--- src/rtl/gpio_irq_pkg.sv ---
package gpio_irq_pkg;

  localparam int REG_AW = 3;

  typedef enum logic [REG_AW-1:0] {
    REG_MODE   = 3'd0,
    REG_BOTH   = 3'd1,
    REG_POL    = 3'd2,
    REG_EN     = 3'd3,
    REG_RAW    = 3'd4,
    REG_MASKED = 3'd5,
    REG_ACK    = 3'd6,
    REG_SPARE  = 3'd7
  } reg_sel_e;

  // Transition test: current sample against the previous cycle's sample.
  function automatic logic edge_event(input logic cur, input logic prev,
                                      input logic both, input logic pol);
    logic rise;
    logic fall;
    rise = cur & ~prev;
    fall = ~cur & prev;
    if (both) return rise | fall;
    return pol ? rise : fall;
  endfunction

  // Level test: pin matches the selected active level.
  function automatic logic level_match(input logic cur, input logic pol);
    return ~(cur ^ pol);
  endfunction

endpackage

--- src/rtl/gpio_irq_cfg_regs.sv ---
module gpio_irq_cfg_regs
  import gpio_irq_pkg::*;
#(
  parameter int N = 8
) (
  input  logic              clk,
  input  logic              rst_n,
  input  logic              wr_en,
  input  logic [REG_AW-1:0] addr,
  input  logic [N-1:0]      wdata,
  output logic [N-1:0]      mode_q,
  output logic [N-1:0]      both_q,
  output logic [N-1:0]      pol_q,
  output logic [N-1:0]      en_q,
  output logic [N-1:0]      ack_pulse
);

  reg_sel_e sel;
  assign sel = reg_sel_e'(addr);

  always_ff @(posedge clk or negedge rst_n) begin
    if (!rst_n) begin
      mode_q <= '0;
      both_q <= '0;
      pol_q  <= '0;
      en_q   <= '0;
    end else if (wr_en) begin
      case (sel)
        REG_MODE: mode_q <= wdata;
        REG_BOTH: both_q <= wdata;
        REG_POL:  pol_q  <= wdata;
        REG_EN:   en_q   <= wdata;
        default: ;
      endcase
    end
  end

  assign ack_pulse = (wr_en && sel == REG_ACK) ? wdata : '0;

  // configuration is clear on the cycle after any reset cycle
  a_r1_reset_clean: assert property (@(posedge clk)
    !rst_n |=> (mode_q == '0 && both_q == '0 && pol_q == '0 && en_q == '0));

  // writes to the status indices leave the configuration untouched
  a_r2_status_readonly: assert property (@(posedge clk) disable iff (!rst_n)
    (wr_en && (sel == REG_RAW || sel == REG_MASKED)) |=>
      ($stable(mode_q) && $stable(both_q) && $stable(pol_q) && $stable(en_q)));

endmodule

--- src/rtl/gpio_irq_pin_detect.sv ---
module gpio_irq_pin_detect
  import gpio_irq_pkg::*;
(
  input  logic clk,
  input  logic rst_n,
  input  logic pin,
  input  logic level_mode,
  input  logic both_sel,
  input  logic pol_sel,
  input  logic ack,
  output logic raw
);

  logic pin_prev;
  logic flag_q;
  logic edge_hit;

  assign edge_hit = ~level_mode & edge_event(pin, pin_prev, both_sel, pol_sel);

  always_ff @(posedge clk or negedge rst_n) begin
    if (!rst_n) begin
      pin_prev <= 1'b0;
      flag_q   <= 1'b0;
    end else begin
      pin_prev <= pin;
      if (edge_hit)  flag_q <= 1'b1;
      else if (ack)  flag_q <= 1'b0;
    end
  end

  assign raw = level_mode ? level_match(pin, pol_sel) : flag_q;

  // a flag is only ever set by a detected transition
  a_r4_set_needs_edge: assert property (@(posedge clk) disable iff (!rst_n)
    $rose(flag_q) |-> $past(edge_hit));

  // a flag without an acknowledge stays held
  a_r6_hold: assert property (@(posedge clk) disable iff (!rst_n)
    (flag_q && !ack) |=> flag_q);

  // acknowledge without a coincident transition clears the flag
  a_r6_ack_clears: assert property (@(posedge clk) disable iff (!rst_n)
    (ack && !edge_hit) |=> !flag_q);

  // a transition always leaves the flag set, acknowledge or not
  a_r7_edge_wins: assert property (@(posedge clk) disable iff (!rst_n)
    edge_hit |=> flag_q);

endmodule

--- src/rtl/gpio_irq_detect.sv ---
module gpio_irq_detect
  import gpio_irq_pkg::*;
#(
  parameter int N = 8
) (
  input  logic              clk,
  input  logic              rst_n,
  input  logic [N-1:0]      pin_in,
  input  logic              bus_wr,
  input  logic [REG_AW-1:0] bus_addr,
  input  logic [N-1:0]      bus_wdata,
  output logic [N-1:0]      bus_rdata,
  output logic              irq_out
);

  logic [N-1:0] mode_q, both_q, pol_q, en_q, ack_pulse;
  logic [N-1:0] raw_stat;
  logic [N-1:0] masked_stat;

  gpio_irq_cfg_regs #(.N(N)) u_cfg (
    .clk       (clk),
    .rst_n     (rst_n),
    .wr_en     (bus_wr),
    .addr      (bus_addr),
    .wdata     (bus_wdata),
    .mode_q    (mode_q),
    .both_q    (both_q),
    .pol_q     (pol_q),
    .en_q      (en_q),
    .ack_pulse (ack_pulse)
  );

  for (genvar i = 0; i < N; i++) begin : g_pin
    gpio_irq_pin_detect u_det (
      .clk        (clk),
      .rst_n      (rst_n),
      .pin        (pin_in[i]),
      .level_mode (mode_q[i]),
      .both_sel   (both_q[i]),
      .pol_sel    (pol_q[i]),
      .ack        (ack_pulse[i]),
      .raw        (raw_stat[i])
    );
  end

  assign masked_stat = raw_stat & en_q;
  assign irq_out     = |masked_stat;

  always_comb begin
    case (reg_sel_e'(bus_addr))
      REG_MODE:   bus_rdata = mode_q;
      REG_BOTH:   bus_rdata = both_q;
      REG_POL:    bus_rdata = pol_q;
      REG_EN:     bus_rdata = en_q;
      REG_RAW:    bus_rdata = raw_stat;
      REG_MASKED: bus_rdata = masked_stat;
      default:    bus_rdata = '0;
    endcase
  end

  // with every enable bit clear the interrupt line stays low
  a_r9_quiet_when_masked: assert property (@(posedge clk) disable iff (!rst_n)
    (en_q == '0) |-> !irq_out);

endmodule

--- config.mk ---
export PLATFORM = sky130hd
export DESIGN_NAME = gpio_irq_detect
export DESIGN_NICKNAME = d
export VERILOG_FILES = /design/src/rtl/gpio_irq_pkg.sv /design/src/rtl/gpio_irq_cfg_regs.sv /design/src/rtl/gpio_irq_pin_detect.sv /design/src/rtl/gpio_irq_detect.sv
export SDC_FILE = /design/constraint.sdc
export NUM_CORES = 1
export LEC_CHECK = 0
export ABC_AREA = 0
export BUFFER_PORTS_ARGS = -buffer_cell sky130_fd_sc_hd__buf_4
export CAP_MARGIN = 5
export CORE_MARGIN = 2
export CORE_UTILIZATION = 45
export DETAILED_ROUTE_END_ITERATION = 10
export SETUP_SLACK_MARGIN = 0.4
export SLEW_MARGIN = 5
export SYNTH_ARGS = -nofsm -noshare
export SYNTH_HDL_FRONTEND = slang
export SYNTH_SLANG_ARGS = --single-unit
export TNS_END_PERCENT = 10
--- constraint.sdc ---
create_clock -name clk -period 1.4 [get_ports clk]
set_input_delay 0.28 -clock clk [delete_from_list [all_inputs] [get_ports clk]]
set_output_delay 0.28 -clock clk [all_outputs]
set_load 0.03 [all_outputs]
==> results.json <==
{
  "finalMaxSlewViolations": 0,
  "critPathRequiredTime_ps": 1120,
  "die_w_um": 83.1,
  "dpl.cell_count": 405,
  "drtIter0Drc": 64,
  "dp_hpwl_mm": 4.98,
  "ant_nets": 0,
  "fin_worst_skew_ps": 7.03,
  "max-vdd-ir-drop_mv": 0.621,
  "synth_edf_count": 0,
  "tritoncts": "built",
  "grt_max_degree": 33,
  "grt_pass1_vias": 2299,
  "final-seq-area_um2": 1210,
  "synth_top_area_share_pct": 42.6,
  "drc": 0,
  "portBuffers": 30,
  "layout_setup_ws_ps": -427,
  "highest_layer": "met4",
  "clock_latency_ps": 300,
  "setup.worst_path.end": "irq_out",
  "clock-sinks": 48,
  "start_kind": "flip-flop",
  "powerDensity_nw_per_um2": 1170,
  "synth_cell_type_count": 30,
  "cap_violations": 0,
  "yosys-top-cells-count": "dfrtp_1 (48), mux2_2 (40), nand2_1 (25)",
  "routed_wl_mm": 7.18,
  "place_ws_ps": -331,
  "nets": 377,
  "synth_warnings": 0,
  "pin_count": 31,
  "dieHeight_um": 83.1,
  "met2_length_mm": 3.75,
  "r2r-end": "g_pin[0].u_det.flag_q",
  "initial_core_util_pct": 47.0,
  "diodes": 0,
  "critPathArrivalTime_ps": 1550,
  "gp_congestion": 0.762,
  "hold_path.class": "input port to flip-flop",
  "reg2reg_depth": 5,
  "timing.fmax_ghz": 0.547,
  "worstMarginPinSlew_ps": 280,
  "critPathKind": "flip-flop to output port",
  "cp_max_fo": 4,
  "power.total_uw": 4920,
  "max_slew_margin_pct": 80.8,
  "clk_pin_slew_ps": 90,
  "multi_input_area_um2": 1880,
  "p_leak_uw": 0.00201,
  "drive_above_1_share_pct": 56.2,
  "synth-async-reset-ratio_pct": 100,
  "synth_area_um2": 2820,
  "htree_levels": 2,
  "final_cells": 415,
  "die_area_um2": 6910,
  "synth-main-ff-cell": "dfrtp_1",
  "grt_pass1_wl_mm": 11.7,
  "numCtsBuffers": 5,
  "yosysMostFrequentCell": "dfrtp_1",
  "finalHoldViolations": 0,
  "status": "finished, violations left",
  "setup_violations": 9,
  "crit_start": "u_cfg.pol_q[1]",
  "grt_antenna_before_repair": 0,
  "synth_top_cell_by_area": "dfrtp_1",
  "firstDrtPassIters": 4,
  "area_growth_pct": 49.5,
  "viasPerCell": 5.29,
  "vias": 2197,
  "critPathCaptureType": "output port",
  "avgSynthCellArea_um2": 11.5,
  "violations": "negative setup slack",
  "worstReg2RegStart": "u_cfg.pol_q[0]",
  "r2r_slack_ps": 100,
  "ctsLongestPathBuffers": 2,
  "wl_met3_um": 162,
  "rsz0062_at_grt": "yes",
  "wl_met1_mm": 3.21,
  "synth.yosys.seq_area_share_pct": 42.6,
  "cts_root_buffer": "clkbuf_8",
  "synth.net_count": 282,
  "grt_overflow": 0,
  "fin_crit_sh_pct": 130,
  "synth.area.top_cells": "dfrtp_1 (43%), mux2_2 (16%), ha_1 (7.1%)",
  "synthCells": 244,
  "row_count": 28,
  "min_period_ps": 1830,
  "ys_ff_latch": 48,
  "track_usage_pct": 21.5,
  "hold_ws_ps": 211,
  "coreArea_um2": 5990,
  "post_drt_wl_per_cell_um": 17.3,
  "fillers": 443
}
## cell families (layout without fill, tap and decap cells)
kind of cell | count (synthesis) | in the layout | share of synthesized area (%)
XOR/XNOR | 8 | 8 | 2.49
flip-flops | 48 | 48 | 42.6
AND/OR/NAND/NOR | 59 | 59 | 12.0
buffers and inverters | 31 | 127 | 4.66
adder cells (fa/ha/maj) | 16 | 16 | 7.11
multiplexers | 56 | 56 | 25.4
AO/OA/AOI/OAI | 26 | 26 | 5.78
## worst min-delay path by stage
stage | startpoint | end | slack [ps] | cells past startpoint
4_1_cts | pin_in[1] | g_pin[1].u_det.pin_prev | 190 | 2
2_1_floorplan | rst_n | g_pin[0].u_det.flag_q | -20 | 0
3_3_place_gp | rst_n | g_pin[4].u_det.pin_prev | 170 | 1
3_5_place_dp | rst_n | u_cfg.pol_q[4] | 170 | 1
5_1_grt | pin_in[5] | g_pin[5].u_det.pin_prev | 210 | 2
6_report | pin_in[1] | g_pin[1].u_det.pin_prev | 210 | 2
## power by group
group,switching (uW),internal [uW]
combinational,921,1300
clock,465,404
sequential,198,1630
## what timing repair did
action,4_1_cts,5_1_grt
gates resized for setup,73,30
buffers inserted,0,1
pin swaps,14,13
hold buffers,1,0
hold endpoints to repair,16,0
endpoints found under the setup margin,49,49
## metal layers
metal | global-route usage [%] | up-vias
li1 | - | 1061
met5 | 0 | -
met4 | 4.92 | 0
met3 | 3.88 | 6
met2 | 36.7 | 31
met1 | 28.6 | 1099
## layout by cell type, fill, tap and decap left out, types with 2 or more instances in the layout
| master | Yosys | layout |
|---|---|---|
| clkbuf_1 | 2 | 2 |
| inv_1 | 24 | 16 |
| o32ai_4 | 0 | 8 |
| nand3_1 | 4 | 4 |
| mux2i_1 | 8 | 7 |
| ha_1 | 16 | 16 |
| buf_6 | 1 | 19 |
| inv_2 | 0 | 8 |
| buf_4 | 1 | 69 |
| dfrtp_2 | 0 | 4 |
| buf_12 | 0 | 3 |
| nand3b_1 | 8 | 8 |
| mux2_2 | 40 | 8 |
| nand4_1 | 3 | 3 |
| xnor2_2 | 0 | 8 |
| o21ai_0 | 16 | 3 |
| mux4_2 | 7 | 8 |
| o21ai_1 | 0 | 7 |
| dfrtp_1 | 48 | 44 |
| buf_8 | 0 | 3 |
| mux2_4 | 0 | 32 |
| clkbuf_8 | 0 | 6 |
| o21ai_2 | 0 | 6 |
| nor2b_1 | 8 | 8 |
| nand2_1 | 25 | 24 |
## sequential cells by signal, summed over array words and instances (netlist names)
| name | cells |
|---|---|
| u_cfg.pol_q | 8 |
| u_cfg.mode_q | 8 |
| g_pin.u_det.flag_q | 8 |
| u_cfg.en_q | 8 |
| g_pin.u_det.pin_prev | 8 |
| u_cfg.both_q | 8 |
## per-stage QoR
stage / utilization (%) / TNS, ps / area [um2]
floorplan: - / -17.6 / 3000
global placement: 62.7 / -4570 / 3750
detailed placement: 62.7 / -4960 / 3750
CTS: 67.9 / -3880 / 4070
global route: 70.3 / -4160 / 4210
finish: 70.3 / -3700 / 4210
## area by class of cell
cell class,count,share of cell area [%]
Multi-Input combinational cell,165,44.7
Sequential cell,48,28.6
Timing Repair Buffer,95,20.1
Tap cell,75,2.23
Clock buffer,8,2.14
Inverter,24,2.14
## critical path, cell delays in order (launching register included)
cell and delay (ps):
dfrtp_2 450, xnor2_2 160, and3_1 170, a31oi_1 150, nand4_1 140, buf_6 170
Note: power is estimated with default switching activity, not from simulation.
